## config.mk

```make
export PLATFORM = sky130hd
export DESIGN_NAME = selftest_serializer
export DESIGN_NICKNAME = d
export VERILOG_FILES = /design/src/rtl/a429_tx_pkg.sv /design/src/rtl/a429_half_timer.sv /design/src/rtl/a429_word_shifter.sv /design/src/rtl/a429_symbol_enc.sv /design/src/rtl/selftest_serializer.sv
export SDC_FILE = /design/constraint.sdc
export NUM_CORES = 1
export LEC_CHECK = 0
export CORE_MARGIN = 4
export CORE_UTILIZATION = 45
export DETAILED_ROUTE_END_ITERATION = 8
export DONT_BUFFER_PORTS = 1
export SETUP_SLACK_MARGIN = 0.1
export SLEW_MARGIN = 20
export SYNTH_ARGS = -nofsm -noshare
export SYNTH_HDL_FRONTEND = slang
export SYNTH_HIERARCHICAL = 1
export SYNTH_SLANG_ARGS = --single-unit
```

## constraint.sdc

```tcl
create_clock -name clk -period 7.4 [get_ports clk]
set_clock_uncertainty 0.1 [all_clocks]
set_input_delay 0.74 -clock clk [delete_from_list [all_inputs] [get_ports clk]]
set_output_delay 0.74 -clock clk [all_outputs]
set_load 0.01 [all_outputs]
```

## src/rtl/a429_tx_pkg.sv

```systemverilog
package a429_tx_pkg;

    localparam int WORD_W     = 32;
    localparam int TRAIL_BITS = 4;
    localparam int IDX_W      = $clog2(WORD_W);
    localparam int TRAIL_W    = $clog2(2 * TRAIL_BITS);

    typedef enum logic [1:0] {
        ST_IDLE,
        ST_MARK,
        ST_SPACE,
        ST_TRAIL
    } tx_state_t;

    typedef struct packed {
        logic hi;
        logic lo;
    } sym_t;

    localparam sym_t SYM_NULL = '{hi: 1'b0, lo: 1'b0};
    localparam sym_t SYM_ONE  = '{hi: 1'b1, lo: 1'b0};
    localparam sym_t SYM_ZERO = '{hi: 1'b0, lo: 1'b1};

    function automatic sym_t encode_bit(input logic b);
        return b ? SYM_ONE : SYM_ZERO;
    endfunction

endpackage

```

## src/rtl/a429_half_timer.sv

```systemverilog
module a429_half_timer #(
    parameter int HALF_HI   = 625,
    parameter int LOW_RATIO = 8
) (
    input  logic clk,
    input  logic rst,
    input  logic hold,
    input  logic slow,
    output logic tick
);
    localparam int HALF_LO = HALF_HI * LOW_RATIO;
    localparam int CW      = $clog2(HALF_LO + 1);

    logic [CW-1:0] cnt;
    logic [CW-1:0] last;

    assign last = slow ? CW'(HALF_LO - 1) : CW'(HALF_HI - 1);
    assign tick = !hold && (cnt == last);

    always_ff @(posedge clk) begin
        if (rst || hold || tick) cnt <= '0;
        else                     cnt <= cnt + 1'b1;
    end
endmodule

```

## src/rtl/a429_word_shifter.sv

```systemverilog
module a429_word_shifter
    import a429_tx_pkg::*;
(
    input  logic              clk,
    input  logic              rst,
    input  logic              load,
    input  logic              shift,
    input  logic [WORD_W-1:0] din,
    output logic              lsb
);
    logic [WORD_W-1:0] sr;

    always_ff @(posedge clk) begin
        if (rst)        sr <= '0;
        else if (load)  sr <= din;
        else if (shift) sr <= {1'b0, sr[WORD_W-1:1]};
    end

    assign lsb = sr[0];
endmodule

```

## src/rtl/a429_symbol_enc.sv

```systemverilog
module a429_symbol_enc
    import a429_tx_pkg::*;
(
    input  logic mark,
    input  logic bit_val,
    output sym_t sym
);
    always_comb begin
        if (mark) sym = encode_bit(bit_val);
        else      sym = SYM_NULL;
    end
endmodule

```

## src/rtl/selftest_serializer.sv

```systemverilog
module selftest_serializer
    import a429_tx_pkg::*;
#(
    parameter int HALF_HI   = 625,
    parameter int LOW_RATIO = 8
) (
    input  logic        clk,
    input  logic        rst,
    input  logic        load_i,
    input  logic [31:0] word_i,
    input  logic        slow_i,
    output logic        tx1_o,
    output logic        tx0_o,
    output logic        lb_data_o,
    output logic        lb_valid_o,
    output logic        busy_o
);
    tx_state_t          state;
    logic [IDX_W-1:0]   bit_idx;
    logic [TRAIL_W-1:0] trail_idx;
    logic               slow_q;
    logic               lb_pulse;
    logic               tick;
    logic               accept;
    logic               do_shift;
    logic               cur_bit;
    sym_t               sym;

    assign accept   = load_i && (state == ST_IDLE);
    assign do_shift = tick && (state == ST_SPACE) && (bit_idx != IDX_W'(WORD_W - 1));

    a429_half_timer #(.HALF_HI(HALF_HI), .LOW_RATIO(LOW_RATIO)) u_timer (
        .clk  (clk),
        .rst  (rst),
        .hold (state == ST_IDLE),
        .slow (slow_q),
        .tick (tick)
    );

    a429_word_shifter u_shift (
        .clk   (clk),
        .rst   (rst),
        .load  (accept),
        .shift (do_shift),
        .din   (word_i),
        .lsb   (cur_bit)
    );

    a429_symbol_enc u_enc (
        .mark    (state == ST_MARK),
        .bit_val (cur_bit),
        .sym     (sym)
    );

    always_ff @(posedge clk) begin
        if (rst) begin
            state     <= ST_IDLE;
            bit_idx   <= '0;
            trail_idx <= '0;
            slow_q    <= 1'b0;
            lb_pulse  <= 1'b0;
        end else begin
            lb_pulse <= 1'b0;
            case (state)
                ST_IDLE: begin
                    if (accept) begin
                        state    <= ST_MARK;
                        bit_idx  <= '0;
                        slow_q   <= slow_i;
                        lb_pulse <= 1'b1;
                    end
                end
                ST_MARK: begin
                    if (tick) state <= ST_SPACE;
                end
                ST_SPACE: begin
                    if (tick) begin
                        if (bit_idx == IDX_W'(WORD_W - 1)) begin
                            state     <= ST_TRAIL;
                            trail_idx <= '0;
                        end else begin
                            state    <= ST_MARK;
                            bit_idx  <= bit_idx + 1'b1;
                            lb_pulse <= 1'b1;
                        end
                    end
                end
                ST_TRAIL: begin
                    if (tick) begin
                        if (trail_idx == TRAIL_W'(2 * TRAIL_BITS - 1)) state <= ST_IDLE;
                        else trail_idx <= trail_idx + 1'b1;
                    end
                end
                default: state <= ST_IDLE;
            endcase
        end
    end

    assign tx1_o      = sym.hi;
    assign tx0_o      = sym.lo;
    assign lb_data_o  = cur_bit;
    assign lb_valid_o = lb_pulse;
    assign busy_o     = (state != ST_IDLE);
endmodule

```

After elaboration in Yosys (flattened, before gate mapping). Index checks and enable logic that the tools add are counted.

Muxes and demuxes: 25. Equality and inequality tests: 15. Add/sub/neg operators: 3. Reductions and logical operators: 16.

Operators by type and width (number): 32-bit 2-to-1 mux (2); 2-bit 2-to-1 mux (8); 5-bit 2-to-1 mux (3); 2-bit inequality test (second input constant) (7); 13-bit by 1-bit adder with 13-bit output (second input constant) (1); 13-bit == test (1); 13-bit 2-to-1 mux (1); 3-bit 2-to-1 mux (4); 5-bit case mux with 2 select lines (1); 5-bit AND reduction (2); 2-bit case mux with 4 select lines (1); 2-bit nonzero test (4); 3-bit case mux with 2 select lines (1); 5-bit by 1-bit adder with 5-bit output (second input constant) (1); 5-bit == test (second input constant) (1); 5-bit inequality test (second input constant) (1); 2-bit == test (second input constant) (2); 1-bit logical AND (4); 4-bit AND reduction (1); 3-bit by 1-bit adder with 3-bit output (second input constant) (1); 3-bit == test (second input constant) (1); 1-bit 2-to-1 mux (3); 2-bit by 1-bit == test with 1-bit output (second input constant) (1); 2-bit logical NOT (1); other kinds (5) (6).

Output and inout port bits: 5. Flip-flop bits (word level): 57.

Depth between registers and ports, before layout.
Word-level depth: 7. Depth in mapped cells: 12. Depth with buffers taken out: 8.

Cells and area by module. Netlist, hierarchy kept.

By module, submodules not included: a429_word_shifter (times used 1, sequential area each 640.6 um^2, cells an instance 142, area each 1661.6 um^2); a429_half_timer (times used 1, sequential area each 260.2 um^2, cells an instance 69, area each 659.4 um^2); selftest_serializer (times used 1, sequential area each 240.2 um^2, cells an instance 77, area each 654.4 um^2); a429_symbol_enc (times used 1, sequential area each 0.0 um^2, cells an instance 2, area each 16.3 um^2).

Worst setup path before layout. No wires, ideal clock.

Path kind: reg-to-reg. Start: register state[1]. End: register u_shift.sr[0]. Data arrival time: 2453 ps. Data required time: 7170 ps. Slack: 4717 ps. Stages on the path, launching flop included: 13. Period minus slack after synthesis: 2683 ps. Cells stage by stage: dfxtp_1 -> clkbuf_1 -> or2_2 -> inv_1 -> nor4_1 -> o211a_1 -> buf_6 -> nor4bb_1 -> buf_4 -> buf_6 -> buf_12 -> mux2i_1 -> a211oi_2.

Word-level cells in the longest chain between the ends: 6. Elaborated cells on any way between the ends: 9. Classes of those cells: 1 x eq/ne; 1 x mux; 7 x reduce/logical.

RTL lines: from (decl) (line selftest_serializer.sv:18) `tx_state_t state;`; from (signal assigned) (line selftest_serializer.sv:57) `state <= ST_IDLE;`; from (signal assigned) (line selftest_serializer.sv:67) `state <= ST_MARK;`; from (signal assigned) (line selftest_serializer.sv:74) `if (tick) state <= ST_SPACE;`; 2-bit logical NOT (line selftest_serializer.sv:35) `.hold (state == ST_IDLE),`; 1-bit logical NOT (line a429_half_timer.sv:18) `assign tick = !hold && (cnt == last);`; 1-bit logical AND (line a429_half_timer.sv:18); named net tick (line selftest_serializer.sv:23) `logic tick;`; 1-bit logical AND (2 in a row) (line selftest_serializer.sv:30) `assign do_shift = tick && (state == ST_SPACE) && (bit_idx != IDX_W'(WORD_W - 1));`; named net do_shift (line selftest_serializer.sv:25) `logic do_shift;`; 2-bit nonzero test (no source line); to (signal assigned) (line a429_word_shifter.sv:15) `else if (load) sr <= din;`; to (signal assigned) (line a429_word_shifter.sv:16) `else if (shift) sr <= {1'b0, sr[WORD_W-1:1]};`; to (decl) (line a429_word_shifter.sv:11) `logic [WORD_W-1:0] sr;`.

The timed path passes the listed nets, and every way through them passes these cells. A chain may end at the register's enable or synchronous reset.

Worst setup path in the final report.
Start: register state[0]. End: register u_shift.sr[2].

Word-level cells in the longest chain between the ends: 6. Elaborated cells on any way between the ends: 9. Classes of those cells: 1 x eq/ne; 1 x mux; 7 x reduce/logical.

RTL lines (line): 2-bit logical NOT (selftest_serializer.sv:35); 1-bit logical NOT (a429_half_timer.sv:18); 1-bit logical AND (a429_half_timer.sv:18); named net tick (selftest_serializer.sv:23); 1-bit logical AND (2 in a row) (selftest_serializer.sv:30); 2-bit nonzero test (no source line).

The timed path passes the listed nets, and every way through them passes these cells.

==> metrics list <==
* Clock tree from TritonCTS: done
- Largest family of logic cells by synthesized area: simple AND/OR/NAND/NOR gates
* X dimension of the die: 89.5 um
* FF-to-FF path depth: 8
- Length of the first detailed-routing pass in iterations: 4
* Avg Vias per Cell: 5.35
- Minimum clock period: 3.35 ns
* Status: completed
- Fraction of the cycle the final worst path needs: 0.453
- DP Wirelength: 3340 um
* Total of hold buffers inserted after clock tree synthesis: 0
- Of the total synthesized cell area, the portion taken by XOR and XNOR cells is 0.0322.
- Routability congestion estimate from global placement: 0.834
- For this design the static power due to leakage is 0.989 nW.
- Routed wire length: 5220 um
- The final-report hold violation count came to 0.
- The critical path is of the flip-flop to flip-flop type.
* Layout-stage area growth over the synthesis result: 6.27%
- The detailed router finished its first iteration with 80 violations.
- Among cell families on the critical path, the largest total delay comes from simple AND/OR/NAND/NOR gates.
- Post-synth top area cell: sky130_fd_sc_hd__dfxtp_1
* I/O pin cnt: 41
- Max-slew violations: 0
- DR DRC count: 0
- Number of instances on the worst hold path: 2
- Clock slew at reported path FFs: 0.06 ns
* RSZ-0062 raised after global routing: no
- Layout cell share with drive strength beyond 1: 0.232
- Summed over all failing endpoints, the final setup total negative slack is 0 ns.
- Together, buffers and inverters on the worst path number 2.
- Count of antenna-violating nets left after detailed routing: 0
- The region available for standard cell placement spans 0.00639 mm^2.
- Initial antenna violation count: 0
- After clock tree synthesis, the repair step resized 0 gates.
- Area of the mapped netlist: 0.00299 mm^2
- Across the VDD grid, the largest voltage drop is 0.119 mV.
- Upper clock frequency limit: 0.298 GHz
* Total congestion overflow after global routing: 0
- Commonest non-fill, non-tap cell in the layout: sky130_fd_sc_hd__dfxtp_1
* Clock buffer count from CTS: 9
- The finished cells cover 0.00318 mm^2.
- Post-Place Cells: 350
- In the layout the commonest cells are 57 x sky130_fd_sc_hd__dfxtp_1, 32 x sky130_fd_sc_hd__nor2b_1, 32 x sky130_fd_sc_hd__mux2i_1.
* Area after detailed placement: 0.00297 mm^2
* Synthesized Nets: 332
- The initial utilization of the core area, before any placement, comes to 0.468.
* Clock Latency Late Sink: 0.33 ns
- The largest single stage delay on the critical path is 0.67 ns.
- The clock passes through at most 2 buffers.
- After detailed routing, the met3 layer carries 233 um of wire.
- Max-cap viol count: 0
* Buffer type at the clock tree root: sky130_fd_sc_hd__clkbuf_8
* Antenna diode instance count: 0
- STA puts the critical path data required time at 7.50 ns.
- Slew Limit Headroom: 0.574
- Once layout is complete, the cells apart from fillers number 366.
- Ordered cell list for the critical path: or2_2, inv_1, nor4_1, o211a_1, nor4bb_4, buf_4, mux2i_1, a211oi_2
- Slowest library cell on the worst path: sky130_fd_sc_hd__dfxtp_1
* Worst EP arrival: 3.45 ns
- Mean cell area of the mapped netlist: 10.3 um^2
* Global routing usage summed across all routing layers: 0.146
- Number of warnings issued by yosys: 6
- Placement Rows: 29
* Share of the yosys chip area belonging to registers: 0.381
- Adder-cell share of the synthesized area: 0.0251
- Detailed routing inserted a total of 1959 vias.
- Of the total synthesized cell area, the portion taken by AND, OR, NAND and NOR gates is 0.215.
* Maximum fanout along the worst path: 39
* H-tree depth reported by CTS: 3
- Die Y-Extent: 89.5 um
- The first global-routing pass estimated 8970 um of wire.
- Post-layout net count: 326
- Distinct cell type count after synthesis: 42
* Post-Route Utilization: 0.498
- Hold Crit Class: flip-flop to flip-flop
- Largest net degree at the start of global routing: 46
- Synth top area share: 0.381
- Finish-stage setup viols: 0
* Fraction of registers with async set/reset: 0
- Die Footprint: 0.00802 mm^2
- The synthesized design contains 0 enable-type register cells.
* Dominant synthesized flop cell: sky130_fd_sc_hd__dfxtp_1
* Post-synthesis register bit count: 57
- Power Density: 214 mW/mm^2
- Highest metal layer with signal wires: met4
- After detailed routing, the met2 layer carries 2260 um of wire.
- The count of buffers added on input and output ports is 0.
- The number of setup buffers added after CTS is 0.
* Number of cells on the critical path: 8
* Multiplexer share of the synthesized area: 0.107
* DR WL/cell: 14.3 um
* Top post-synthesis cells by area: sky130_fd_sc_hd__dfxtp_1 38%, sky130_fd_sc_hd__a211oi_2 13%, sky130_fd_sc_hd__mux2i_1 11%
* Wl on met1: 2570 um
- Vias in the first global route: 1961
* Filler Cells Inserted: 600
- Number of sinks on the clock net: 57
- Crit. End Element: flip-flop
- Critical path startpoint category: flip-flop
- Worst-Margin Slew: 0.639 ns
- The post-synthesis compound-gate area fraction was 0.177.
* Post-Synthesis Cells: 290
power breakdown:
part           total, mW  leakage [nW]  internal, mW  switching, mW
logic             0.0520         0.419        0.0257         0.0263
clock network      0.294         0.103         0.174          0.121
registers          0.333         0.467         0.323         0.0102
worst reg2reg max path: stages (launching register included):
cell,delay (ns)
sky130_fd_sc_hd__dfxtp_1,0.67
sky130_fd_sc_hd__or2_2,0.26
sky130_fd_sc_hd__inv_1,0.06
sky130_fd_sc_hd__nor4_1,0.22
sky130_fd_sc_hd__o211a_1,0.61
sky130_fd_sc_hd__nor4bb_4,0.39
sky130_fd_sc_hd__buf_4,0.52
sky130_fd_sc_hd__mux2i_1,0.31
sky130_fd_sc_hd__a211oi_2,0.09
state kept, by name, indices dropped and copies added (netlist names):
signal / cells
trail_idx: 3
lb_valid_o: 1
slow_q: 1
bit_idx: 5
u_shift/sr: 32
state: 2
u_timer/cnt: 13
Yosys cell counts (4+ instances only):
| cell type | count |
|---|---|
| sky130_fd_sc_hd__nor3_2 | 9 |
| sky130_fd_sc_hd__o21ai_0 | 7 |
| sky130_fd_sc_hd__a211oi_2 | 31 |
| sky130_fd_sc_hd__nand2b_1 | 8 |
| sky130_fd_sc_hd__buf_2 | 6 |
| sky130_fd_sc_hd__nor2b_1 | 32 |
| sky130_fd_sc_hd__nor2_1 | 12 |
| sky130_fd_sc_hd__mux2i_1 | 32 |
| sky130_fd_sc_hd__xnor2_1 | 9 |
| sky130_fd_sc_hd__ha_1 | 6 |
| sky130_fd_sc_hd__nand2_1 | 9 |
| sky130_fd_sc_hd__inv_1 | 7 |
| sky130_fd_sc_hd__a21oi_1 | 7 |
| sky130_fd_sc_hd__nor3_1 | 8 |
| sky130_fd_sc_hd__nand4_1 | 4 |
| sky130_fd_sc_hd__nand3_1 | 5 |
| sky130_fd_sc_hd__clkbuf_1 | 7 |
| sky130_fd_sc_hd__dfxtp_1 | 57 |
final cells by class:
class,count,area [um^2],area share
Timing Repair Buffer,3,22.5,0.00708
Clock buffer,12,155,0.0488
Multi-Input combinational cell,206,1690,0.531
Tap cell,77,96.3,0.0303
Sequential cell,57,1140,0.359
Inverter,7,26.3,0.00826
Clock inverter,4,51.3,0.0161
final timing paths:
check / slack (ns) / from / endpoint
max reg2reg: 4.05 / state[0] / u_shift/sr[2]
max: 4.05 / state[0] / u_shift/sr[2]
min: 0.37 / trail_idx[1] / trail_idx[1]
min reg2reg: 0.37 / trail_idx[1] / trail_idx[1]
layer usage:
metal / vias up / track usage
met5: - / 0
met4: 0 / 0.0880
met3: 13 / 0.0359
met2: 34 / 0.217
met1: 888 / 0.190
li1: 1024 / -
kinds of logic (layout without fill, tap and decap cells):
logic type,count (synthesis),after routing
xor gates and xnor gates,11,11
and+or+nand+nor,104,104
adders and majority gates,6,6
DFF,57,57
AOI/OAI and AO/OA,53,53
muxes,32,32
buffers and inverters,27,26
per-stage QoR:
stage / total power, mW / setup WS [ns] / hold slack [ns]
global placement: 0.392 / 4.05 / 0.354
global route: 0.713 / 3.73 / 0.344
detailed placement: 0.393 / 3.98 / 0.363
finish: 0.679 / 4.05 / 0.371
floorplan: 0.388 / 4.72 / 0.350
CTS: 0.693 / 3.97 / 0.349
Power figures use the tool's default switching activity.
